### src/rtl/pll_mode_pkg.sv
package pll_mode_pkg;
  typedef enum logic [1:0] {
    MODE_SLOW = 2'd0,
    MODE_NORM = 2'd1,
    MODE_DEEP = 2'd2,
    MODE_RSVD = 2'd3
  } pll_mode_e;
  localparam int unsigned MODE_W = 2;
endpackage

### src/rtl/pll_mode_merge.sv
module pll_mode_merge
  import pll_mode_pkg::*;
#(
  parameter int unsigned WORD_W    = 32,
  parameter int unsigned FIELD_LSB = 0
) (
  input  logic [MODE_W-1:0] cur_i,
  input  logic [WORD_W-1:0] word_i,
  output logic [MODE_W-1:0] merged_o
);
  localparam int unsigned HALF = WORD_W / 2;

  for (genvar k = 0; k < MODE_W; k++) begin : g_bit
    assign merged_o[k] = word_i[HALF+FIELD_LSB+k] ? word_i[FIELD_LSB+k] : cur_i[k];
  end
endmodule

### src/rtl/pll_remux_seq.sv
module pll_remux_seq
  import pll_mode_pkg::*;
(
  input  logic              clk_i,
  input  logic              rst_ni,
  input  logic              wr_en_i,
  input  logic [MODE_W-1:0] wr_mode_i,
  input  logic              pre_chg_i,
  input  logic              post_chg_i,
  output logic [MODE_W-1:0] mode_o,
  output logic              remuxed_o
);
  logic [MODE_W-1:0] mode_q, mode_d;
  logic              flag_q, flag_d;

  always_comb begin
    mode_d = mode_q;
    flag_d = flag_q;
    if (pre_chg_i) begin
      // pre-change wins over post-change and over writes
      if (mode_q == MODE_NORM) begin
        mode_d = MODE_SLOW;
        flag_d = 1'b1;
      end
    end else if (post_chg_i) begin
      if (flag_q) begin
        mode_d = MODE_NORM;
        flag_d = 1'b0;
      end
    end else if (wr_en_i) begin
      mode_d = wr_mode_i;
    end
  end

  always_ff @(posedge clk_i or negedge rst_ni) begin
    if (!rst_ni) begin
      mode_q <= MODE_SLOW;
      flag_q <= 1'b0;
    end else begin
      mode_q <= mode_d;
      flag_q <= flag_d;
    end
  end

  assign mode_o    = mode_q;
  assign remuxed_o = flag_q;
endmodule

### src/rtl/pll_clk_sel.sv
module pll_clk_sel
  import pll_mode_pkg::*;
(
  input  logic [MODE_W-1:0] mode_i,
  input  logic              ref_clk_i,
  input  logic              pll_clk_i,
  input  logic              lf_clk_i,
  output logic              clk_o
);
  always_comb begin
    unique case (pll_mode_e'(mode_i))
      MODE_NORM: clk_o = pll_clk_i;
      MODE_DEEP: clk_o = lf_clk_i;
      default:   clk_o = ref_clk_i;  // slow and reserved
    endcase
  end
endmodule

### src/rtl/pll_mode_remux.sv
module pll_mode_remux
  import pll_mode_pkg::*;
#(
  parameter int unsigned WORD_W    = 32,
  parameter int unsigned FIELD_LSB = 0
) (
  input  logic              clk_i,
  input  logic              rst_ni,
  input  logic              wr_en_i,
  input  logic [WORD_W-1:0] wr_data_i,
  input  logic              pre_chg_i,
  input  logic              post_chg_i,
  input  logic              ref_clk_i,
  input  logic              pll_clk_i,
  input  logic              lf_clk_i,
  output logic [MODE_W-1:0] mode_o,
  output logic              remuxed_o,
  output logic              clk_o
);
  logic [MODE_W-1:0] merged;

  pll_mode_merge #(.WORD_W(WORD_W), .FIELD_LSB(FIELD_LSB)) u_merge (
    .cur_i    (mode_o),
    .word_i   (wr_data_i),
    .merged_o (merged)
  );

  pll_remux_seq u_seq (
    .clk_i      (clk_i),
    .rst_ni     (rst_ni),
    .wr_en_i    (wr_en_i),
    .wr_mode_i  (merged),
    .pre_chg_i  (pre_chg_i),
    .post_chg_i (post_chg_i),
    .mode_o     (mode_o),
    .remuxed_o  (remuxed_o)
  );

  pll_clk_sel u_sel (
    .mode_i    (mode_o),
    .ref_clk_i (ref_clk_i),
    .pll_clk_i (pll_clk_i),
    .lf_clk_i  (lf_clk_i),
    .clk_o     (clk_o)
  );
endmodule

### config.mk
export PLATFORM = sky130hd
export DESIGN_NAME = pll_mode_remux
export DESIGN_NICKNAME = d
export VERILOG_FILES = /design/src/rtl/pll_mode_pkg.sv /design/src/rtl/pll_mode_merge.sv /design/src/rtl/pll_remux_seq.sv /design/src/rtl/pll_clk_sel.sv /design/src/rtl/pll_mode_remux.sv
export SDC_FILE = /design/constraint.sdc
export NUM_CORES = 1
export LEC_CHECK = 0
export ABC_AREA = 1
export ABC_CLOCK_PERIOD_IN_PS = 1150
export BUFFER_PORTS_ARGS = -buffer_cell sky130_fd_sc_hd__buf_2
export CORE_AREA = 2 2 39 41
export DETAILED_ROUTE_END_ITERATION = 8
export DIE_AREA = 0 0 41 43
export HOLD_SLACK_MARGIN = 0.03
export PLACE_DENSITY = 0.7
export SLEW_MARGIN = 20
export SYNTH_ARGS = -nofsm -noshare
export SYNTH_HDL_FRONTEND = slang
export SYNTH_SLANG_ARGS = --single-unit
export TNS_END_PERCENT = 1
### constraint.sdc
create_clock -name clk_i -period 1.15 [get_ports clk_i]
set_input_delay 0.115 -clock clk_i [delete_from_list [all_inputs] [get_ports clk_i]]
set_output_delay 0.115 -clock clk_i [all_outputs]
set_load 0.01 [all_outputs]
# Yosys cells after proc, flatten, opt, wreduce, memory -nomap -nowiden
# Index checks and enable logic that the tools add are counted.
# Widths: inputs -> output; s select.
# word_totals
elab_cells	25
ff_bits	3
# classes
eq_ne	4
reduce_logical	7
mux	11
# ops
operator	n
$mux 2	5
$reduce_bool 3->1	3
$reduce_and 4->1	2
$mux 1	5
$ne 3x2->1 const B	1
$eq 2x1->1 const B	1
$eq 2x2->1 const B	1
$ne 2x1->1 const B	1
$pmux 1 s2	1
$reduce_and 2->1	1
$reduce_bool 2->1	1

# Depth between registers and ports, before layout
# Gate-level depths: netlist of the first run.
# logic_depth
depth_word	4
ltp_mapped	8
ltp_nobuf	8

# Modules after synthesis
# Synthesis of the first run repeated with hierarchy kept, for this count alone.
# unflattened
hier_cells	47
hier_area_um2	271.5
# by_module_without_submodules
mod	area_per_inst_um2	n_inst	seq_area_each_um2	cells_each
pll_remux_seq	182.7	1	75.1	28
pll_clk_sel	58.8	1	0.0	11
pll_mode_merge	30.0	1	0.0	8

# Worst setup path after synthesis of the first run
# No wires, ideal clock.
# synth_path
kind	register -> output
start	register u_seq.mode_q[0], in the netlist u_seq.mode_o[0]
end	output clk_o
stages_incl_launch_ff	4
t_arrival_ns	1.029
path_slack_ns	0.006
path_cell_list	dfrtp_1 -> inv_1 -> ha_1 -> a22oi_1
# synth_via
elab_chain_cells	2
elab_cells_between_ends	3
classes_between	2 x eq/ne; 1 x mux
# synth_lines
element	line_no	rtl
start, declared	pll_remux_seq.sv:13	logic [MODE_W-1:0] mode_q, mode_d;
start signal, assigned	pll_remux_seq.sv:40	mode_q <= mode_d;
$eq 2x2->1 or $eq 2x1->1 (tied branches)	pll_clk_sel.sv:11	unique case (pll_mode_e'(mode_i))
$pmux 1 s2 (*)	pll_clk_sel.sv:11	
end, declared	pll_mode_remux.sv:18	output logic clk_o
# Every way passes the cells marked *; elsewhere a longest branch is shown, timed or not.

# Worst setup path after layout of the first run
# layout_path
start	register u_seq.mode_q[1], in the netlist u_seq.mode_o[1]
end	output clk_o
# Same word-level chain as after synthesis.

==> results of run 1 <==
[worst min-delay path by stage]
stage          startpoint         endpoint  slack (ns)  cells after the start
2_1_floorplan      rst_ni  u_seq.mode_o[0]       -0.18                      0
3_3_place_gp       rst_ni  u_seq.remuxed_o       -0.09                      1
3_5_place_dp       rst_ni  u_seq.remuxed_o       -0.09                      1
4_1_cts         pre_chg_i  u_seq.remuxed_o        0.19                      3
5_1_grt         pre_chg_i  u_seq.remuxed_o        0.20                      3
6_report        pre_chg_i  u_seq.remuxed_o        0.20                      3
[layout make-up]
type	instances	area (sq um)	area share
repair buffers	18	100.1	0.2402
flip-flops and latches	3	76.32	0.1832
multi-input cells	29	163.9	0.3934
well taps	16	20.02	0.04805
clock buffers	4	26.28	0.06306
inverters	8	30.03	0.07207
[state kept, by name, summed over array words and instances, names as in the netlist]
register         cells
u_seq.remuxed_o      1
u_seq.mode_o         2
[cells by family (layout without fill, tap and decap cells)]
logic type               count (synthesis)  in the layout  share of synthesized area
AND/OR/NAND/NOR                         21             21                     0.3368
buffers and inverters                    8             30                     0.1225
AO/OA/AOI/OAI                            6              6                     0.1326
flip-flops                               3              3                     0.3061
adder cells (fa/ha/maj)                  2              2                     0.1020
[where the power goes]
| group | internal (mW) | switching, mW |
|---|---|---|
| clock | 0.130 | 0.0539 |
| sequential | 0.134 | 0.0206 |
| combinational | 0.134 | 0.139 |
| total | 0.398 | 0.214 |
[metrics by stage]
step	power [mW]	instance area (sq um)	instances	utilization	hold WS (ns)
after global placement	0.3582	340.3	71	0.2459	-0.08980
final	0.6120	416.7	78	0.3011	0.2010
after global routing	0.6850	416.7	78	0.3011	0.2025
after floorplan	0.2796	245.2	40	-	-0.1806
after CTS	0.6122	410.4	78	0.2966	0.1921
after detailed placement	0.3649	340.3	71	0.2459	-0.08904
[cell usage after synthesis]
master | count | area share
sky130_fd_sc_hd__nor2_1 | 7 | 0.11
sky130_fd_sc_hd__nand2_1 | 13 | 0.20
sky130_fd_sc_hd__a22oi_1 | 1 | 0.031
sky130_fd_sc_hd__o21ai_1 | 2 | 0.041
sky130_fd_sc_hd__a21oi_1 | 1 | 0.020
sky130_fd_sc_hd__inv_1 | 8 | 0.12
sky130_fd_sc_hd__o21ai_0 | 2 | 0.041
sky130_fd_sc_hd__dfrtp_1 | 3 | 0.31
sky130_fd_sc_hd__nand3b_1 | 1 | 0.031
sky130_fd_sc_hd__ha_1 | 2 | 0.10
[worst reg2reg max path: cells and delay by family, from the launching register on]
family                     cells  cell delay (ns)
adders and majority gates      1             0.17
AOI/OAI and AO/OA              1             0.13
and+or+nand+nor                3             0.21
buffers and inverters          2             0.12
DFF                            1             0.43
[metal layers]
| metal | vias to the layer above | GRT usage | wire length, um | part of all wire |
|---|---|---|---|---|
| met1 | 117 | 0.08738 | 284 | 0.44 |
| met2 | 16 | 0.1250 | 276 | 0.43 |
| li1 | 168 | - | - | - |
| met3 | 2 | 0.03141 | 60 | 0.093 |
| met5 | - | 0 | 0 | 0 |
| met4 | 0 | 0.1400 | 21 | 0.033 |
[repair_timing]
| item | CTS | global route |
|---|---|---|
| pin swaps | 1 | 4 |
| setup buffers | 2 | 0 |
| hold endpoints to repair | 3 | 0 |
| gates resized for setup | 3 | 3 |
| hold buffers | 1 | 0 |
| setup endpoints to repair | 3 | 3 |
==> impl.org, run 1 <==
** Run status
- The flow ran to the end, but the final reports show violations.
- Violated checks :: setup timing

** Synthesis
- Instance count of the mapped netlist :: 40
- Post-Syn Nets :: 82
- After synthesis the netlist holds a flip-flop and latch count of 3.
- The share of the Yosys chip area taken by registers is 0.3061.
- Post-synth design cell area :: 245.2 sq um
- Avg Inst Size Synth :: between 6 and 7 sq um
- The Yosys step of the flow raised 0 warnings.
- Synthesis instantiated 10 different standard cells from the library.

** Routing
- The routed layout has 303 vias.
- Total wire length :: between 600 and 700 um
- Routed wire length per instance :: about 8 um
- Once detail routing completed, the nets flagged for antenna violations numbered 0.
- For this run, the detailed router's first-pass iteration total came to 3.
- In the routed design, unresolved DRC markers number 0.
- Using the TritonRoute via totals, the vias-per-cell ratio works out to between 3 and 4.
- Iteration-0 DRC count of the detailed router :: 3

** Cells and area
- Final-stage net count :: 105
- From synthesis to final layout, the design area changed by 69.90%.
- The top cell types in the final layout, fill and taps aside, are sky130_fd_sc_hd__buf_2, sky130_fd_sc_hd__nand2_1, sky130_fd_sc_hd__inv_1, sky130_fd_sc_hd__nor2_1, sky130_fd_sc_hd__clkbuf_4.
- Fraction of layout instances using a drive strength above 1 :: 0.4194
- Most common cell after layout, fill and taps aside :: sky130_fd_sc_hd__buf_2
- Antenna Cells :: 0
- Number of fillers in the final layout :: about 150

** Critical path
- Kind of end point of the critical path :: output pin
- Slack of the worst reg-to-reg path :: -0.02 ns
- Crit-path max cell delay :: 0.43 ns
- Tracing the worst setup path back leads to its startpoint at u_seq.mode_o[1].
- Slowest-stage cell, CP :: sky130_fd_sc_hd__dfrtp_2
- For the worst flop-to-flop path, the logic depth is 7.
- STA puts the critical path data required time at between 1 and 1.5 ns.
- Startpoint of the worst register-to-register path :: u_seq.mode_o[1]
- Start-to-end type of the worst setup path :: flip-flop to output pin
- STA puts the critical path data arrival time at about 1.3 ns.
- On the critical path the largest part of the delay comes from flip-flops.
- The endpoint identified for the worst register-to-register timing path is u_seq.mode_o[1].
- Worst path depth :: 4
- Buf/Inv on CP :: 1
- STA classifies the critical path startpoint as a flip-flop.
- In this run the worst path has a maximum fanout of 4.
- Crit path cell chain :: ha_4 > a21oi_2 > a22oi_1 > buf_2
- The most critical setup path has its endpoint at clk_o.

** Clock tree
- Clk_lat worst skew :: approximately 0.23 ns
- Cts bufs inserted :: 3
- CTS tree :: done
- CTS saw 3 sinks.
- After clock tree synthesis, the clock-pin slew on the worst setup and hold paths is 0.04 ns.
- Clk buf depth :: 2
- Clock tree synthesis selected as its root buffer the cell sky130_fd_sc_hd__clkbuf_4.
- In this run the number of H-tree levels came out at 1.

** Floorplanning
- Chip width :: approximately 41 um
- I/O Pins :: between 40 and 50
- Placement row count :: 14
- The die is approximately 43 um tall.
- Core Box Area :: ~1400 sq um
- Initial standard-cell utilization of the core :: 0.1772
- The floorplan step defined a die boundary enclosing between 1500 and 2000 sq um.

** Placed design
- Detailed placement finished with a half-perimeter wire length of 456 um.
- During placement, the flow inserted port buffers numbering 15.
- Placer congestion estimate :: 0.7001
- At the placement stage, the worst setup path has a slack of -0.03607 ns.

** Timing
- Between clock sinks in the finished design, the worst skew comes to approximately 0.00018 ns.
- Final setup violating endpoints :: 3
- Measured against its own limit, the worst slew margin works out to 0.9113.
- Static timing analysis puts the maximum clock frequency at between 700 and 800 MHz.
- Setup repair after global routing could not meet its margin everywhere.
- Post-route fraction of the period consumed by the critical path :: 1.190
- Worst Max-Slew Pin Slew :: around 0.13 ns
- In the final timing run, aggregate negative setup slack is -0.2667 ns.
- Endpoints failing hold :: 0
- Final critical-path setup slack :: -0.2189 ns
- Max-slew violation count :: 0
- The worst path in the final design needs a cycle of ~1.4 ns, including I/O delays and setup.

** Power and ir drop
- For this design the ratio of total power to cell area is between 1000 and 1500 nW/um^2.
- The worst-case IR drop observed on VDD is ~0.4 mV.
- The analysis attributes to cell leakage a power of between 0.2 and 0.25 nW.

** GRT
- Summed over all layers, the global routing overflow is 0.
- The via count of the first global-routing pass came to about 270.
- Total Routing Usage GR :: 0.09457
- Initial antenna violation count :: 0
- Wire length of the first global-routing pass :: roughly 990 um
- Entering global routing, the biggest net connects 8 pins.

** Worst hold path
- The min-delay analysis places its worst path in the category input port to flip-flop.

** Job
- Max Cap Violations :: 0
(Power assumes the default switching activity.)
==> inputs of run 2 (changes only) <==
ABC_AREA = default   (was 1)
ABC_CLOCK_PERIOD_IN_PS = 1700   (was 1150)
PLACE_DENSITY = 0.71   (was 0.7)
SYNTH_HIERARCHICAL = 1   (was default)
clock period = 1.7 ns   (was 1.15 ns; I/O delays follow)
==> impl.org, run 2 <==
** Power and ir drop
- The internal power component was 0.2469 mW (was 0.3983 mW).
- The switching power came to 0.1305 mW (was 0.2137 mW).
- Power density over the cells :: 989.1 nW/um^2 (was 1469 nW/um^2)
- The portion of total power attributed to sequential cells came to 0.293 (was 0.253).
- The maximum vdd ir drop was 0.4622 mV (was 0.4065 mV).
- Total power :: 0.3775 mW (was 0.6120 mW)
- The fraction of power spent switching nets came to 0.3458 (was 0.3492).
- The part of the total power dissipated in the clock network was 0.330 (was 0.300).
- Relative contribution of combinational cells to total power :: 0.377 (was 0.447)
- Leakage power :: 0.1995 nW (was 0.2394 nW)

** Timing
- Derived from the worst setup path, the maximum achievable clock frequency is 673.9 MHz.
- The smallest clock period supported by the final layout is computed as around 1.5 ns.
- The final setup TNS came to 0 ns (was -0.2667 ns).
- The final max-slew violation count is 0 (unchanged).
- Post-route fraction of the period consumed by the critical path :: 0.8728
- The final worst slack is 0.2162 ns (was -0.2189 ns).
- The worst clock skew is 0.002423 ns (was 0.0001847 ns).
- Worst Max-Slew Pin Slew :: 0.2137 ns (was 0.1316 ns)
- Unrepaired setup endpoints after global routing :: no (was yes)
- Final setup violating endpoints :: 0 (was 3)
- The worst relative slew slack is 0.8575 (was 0.9113).
- Endpoints failing hold :: 0 (unchanged)

** Critical path
- Startpoint Class :: flip-flop (unchanged)
- The number of cells traversed by the worst register-to-register path is 4 (was 7).
- The worst reg2reg path endpoint is u_seq/mode_o[1] (was u_seq.mode_o[1]).
- Critical-path maximum fanout :: 7 (was 4)
- Kind of end point of the critical path :: output pin (unchanged)
- The critical register-to-register path startpoint is u_seq/mode_o[1] (was u_seq.mode_o[1]).
- Critical path arrival :: 1.31 ns (was 1.25 ns)
- The critical path startpoint is u_seq/mode_o[0] (was u_seq.mode_o[1]).
- Slack of the worst reg-to-reg path :: 0.57 ns (was -0.02 ns)
- Start-to-end type of the worst setup path :: flip-flop to output pin (unchanged)
- Required time of the critical path :: 1.53 ns (was 1.03 ns)

** Placed design
- The weighted congestion reported at the end of routability-driven placement is 0.7348 (was 0.7001).
- Count of input and output buffers :: 15 (unchanged)
- Placed cell count :: 58 (was 71)
- The placed instance area came to 345.3 sq um (was 340.3 sq um).
- DP Worst Slack :: 0.4452 ns (was -0.03607 ns)
- Detailed placer's ending HPWL :: 461.9 um (was 456 um)

** GRT
- Remaining Overflow, GRT :: 0 (unchanged)
- The met1 usage was 0.07468 (was 0.08738).
- The number of antenna violations at the first check in global routing is 0 (unchanged).
- Met2 Use GR :: 0.1063 (was 0.1250)
- The busiest layer in global routing is met2 (was met4).
- Largest net degree at the start of global routing :: 8 (unchanged)
- Total Routing Usage GR :: 0.07855 (was 0.09457)
- Number of global-route vias before repair :: 214 (was 269)
- Met3 track demand over resource :: 0.03141 (unchanged)
- Wire length of the first global-routing pass :: 821 um (was 986 um)

** Cells and area
- The filler cell count in the final layout is 155 (was 154).
- The number of flip-flops in the largest register was 2 (unchanged).
- The most common cell after layout, fill and taps aside is sky130_fd_sc_hd__buf_2 (unchanged).
- Antenna Cells :: 0 (unchanged)
- Count of non-filler cells in the finished layout :: 63 (was 78)
- Leading cell types in the layout, fill and taps excluded :: sky130_fd_sc_hd__buf_2, sky130_fd_sc_hd__inv_1, sky130_fd_sc_hd__a21oi_1 (was sky130_fd_sc_hd__buf_2, sky130_fd_sc_hd__nand2_1, sky130_fd_sc_hd__inv_1, sky130_fd_sc_hd__nor2_1, sky130_fd_sc_hd__clkbuf_4)
- The post-layout net count came to 90 (was 105).
- The fraction of layout instances using a drive strength above 1 was 0.4894 (was 0.4194).
- Layout overhead on the synthesized area :: 52.50% (was 69.90%)
- Post-route standard cell area excluding fillers :: 381.6 sq um (was 416.7 sq um)

** Routing
- Vias after detailed routing :: 260 (was 303)
- Number of iterations in the first detailed-routing pass :: 4 (was 3)
- The remaining design rule violation count is 0 (unchanged).
- The mean number of vias per cell is 4.127 (was 3.885).
- Iteration-0 DRC count of the detailed router :: 2 (was 3)
- DRT antenna net count :: 0 (unchanged)
- Total wire length :: 591 um (was 642 um)
- Routed wire length per instance :: 9.381 um (was 8.231 um)

** Synthesis
- The synthesized area per cell was 9.268 sq um (was 6.131 sq um).
- The count of flip-flops with a built-in enable after synthesis is 0 (unchanged).
- The combined area of all synthesized cells was 250.2 sq um (was 245.2 sq um).
- The dominant cell type by area after synthesis is sky130_fd_sc_hd__dfrtp_1 (unchanged).
- Post-synth top area share :: 0.3000 (was 0.3061)
- Flop and latch count out of synthesis :: 3 (unchanged)
- The number of nets produced by synthesis is 69 (was 82).
- The post-synthesis sequential area ratio came to 0.3000 (was 0.3061).
- The number of standard cells after synthesis came to 27 (was 40).
- Cells taking the most area after synthesis :: sky130_fd_sc_hd__dfrtp_1, sky130_fd_sc_hd__mux2_4, sky130_fd_sc_hd__ha_1, sky130_fd_sc_hd__a21oi_1, sky130_fd_sc_hd__inv_1 (was sky130_fd_sc_hd__dfrtp_1, sky130_fd_sc_hd__nand2_1, sky130_fd_sc_hd__inv_1, sky130_fd_sc_hd__nor2_1, sky130_fd_sc_hd__ha_1)
- Count of cell types in the netlist :: 14 (was 10)
- The prevailing post-synth register cell was sky130_fd_sc_hd__dfrtp_1 (unchanged).
- The share of async-settable or async-resettable flops after synthesis was 1.000 (unchanged).
- Top post-synthesis cells by count: sky130_fd_sc_hd__inv_1, sky130_fd_sc_hd__a21oi_1, sky130_fd_sc_hd__dfrtp_1, sky130_fd_sc_hd__nand2_1 (was sky130_fd_sc_hd__nand2_1, sky130_fd_sc_hd__inv_1, sky130_fd_sc_hd__nor2_1).
- Leading cell type by number of instances after synthesis :: sky130_fd_sc_hd__inv_1 (was sky130_fd_sc_hd__nand2_1)
- Total number of yosys warnings :: 6 (was 0)

** Clock tree
- Clk buf depth :: 2 (unchanged)
- The clock root buffer is sky130_fd_sc_hd__clkbuf_4 (unchanged).
- The clock tree from TritonCTS was done (unchanged).
- Total number of H-tree levels :: 1 (unchanged)
- The CTS buffer count came to 3 (unchanged).
- TritonCTS sink count :: 3 (unchanged)
- The clock-pin slew reported for the worst setup and hold paths after clock tree synthesis was 0.04 ns (about the same).
- Clk_lat worst skew :: 0.23 ns (about the same)
- The number of setup buffers added after CTS was 0 (was 2).

** Floorplanning
- The total I/O pin count came to 44 (unchanged).
- The area enclosed by the die boundary is 1763 sq um (unchanged).
- Vert. Die Dim :: 43 um (unchanged)
- Initial standard-cell utilization of the core :: 0.1808 (was 0.1772)
- The area of the core region was 1384 sq um (unchanged).
- The die boundary width was 41 um (unchanged).
- Placement row count :: 14 (unchanged)

** Worst hold path
- Number of cells on the worst hold path :: 2 (was 3)
- Worst Min Path Start :: pre_chg_i (unchanged)
- The worst-case hold path end point was u_seq/mode_o[0] (was u_seq.remuxed_o).
- Type of the worst min-delay path :: input port to flip-flop (unchanged)

** Run status
- Result of the run :: completed (was finished, violations left)

** Job
- The number of violations of the max-capacitance limit is 0 (unchanged).
## run 2: cell families (layout without fill, tap and decap cells)
| logic type | Yosys count | in the layout | synth area share |
|---|---|---|---|
| compound gates | 9 | 9 | 0.2500 |
| simple gates | 6 | 6 | 0.1550 |
| fa+ha+maj | 2 | 2 | 0.09998 |
| buf+inv | 5 | 25 | 0.07501 |
| flops | 3 | 3 | 0.3000 |
| mux | 2 | 2 | 0.1200 |
## run 2: what timing repair did
| action | CTS | global route |
|---|---|---|
| hold buffers | 1 | 0 |
| endpoints found under the hold margin | 3 | 0 |
| resized for setup | 0 | 0 |
## run 2: how the worst max path moves through the flow
stage | end | slack (ns) | cells past startpoint
final | clk_o | 0.22 | 4
after global routing | clk_o | 0.07 | 4
after CTS | clk_o | 0.18 | 4
after detailed placement | clk_o | 0.45 | 5
after global placement | clk_o | 0.46 | 4
after floorplan | clk_o | 0.50 | 3
## run 2: per-stage QoR
stage            util  hold WS, ns
2_1_floorplan       -      -0.1256
3_3_place_gp   0.2495     -0.03550
3_5_place_dp   0.2495     -0.03317
4_1_cts        0.2758       0.1828
5_1_grt        0.2758       0.1881
6_report       0.2758       0.1952
## run 2: worst max-delay path, stage by stage (launching register included)
cell	delay, ns
sky130_fd_sc_hd__dfrtp_1	0.44
sky130_fd_sc_hd__inv_1	0.07
sky130_fd_sc_hd__ha_1	0.31
sky130_fd_sc_hd__o21ai_1	0.12
sky130_fd_sc_hd__buf_2	0.13
## run 2: area by class of cell
cell class	instances	area (sq um)	area share
clock buffers	4	26.28	0.06885
inverters	5	18.77	0.04918
multi-input cells	19	156.4	0.4098
flip-flops and latches	3	75.07	0.1967
well taps	16	20.02	0.05246
repair buffers	16	85.08	0.2230
## run 2: layer usage
| metal | part of all wire | vias to the layer above |
|---|---|---|
| met4 | 0 | 0 |
| met3 | 0.12 | 0 |
| met5 | 0 | - |
| li1 | - | 133 |
| met2 | 0.49 | 15 |
| met1 | 0.40 | 112 |
## run 2: power groups by stage
| stage | clock (mW) | sequential, mW | combinational, mW |
|---|---|---|---|
| 6_report | 0.125 | 0.111 | 0.142 |
| 5_1_grt | 0.141 | 0.116 | 0.161 |
| 4_1_cts | 0.134 | 0.112 | 0.144 |
| 3_5_place_dp | 0 | 0.113 | 0.141 |
| 3_3_place_gp | 0 | 0.112 | 0.135 |
| 2_1_floorplan | 0 | 0.115 | 0.0807 |
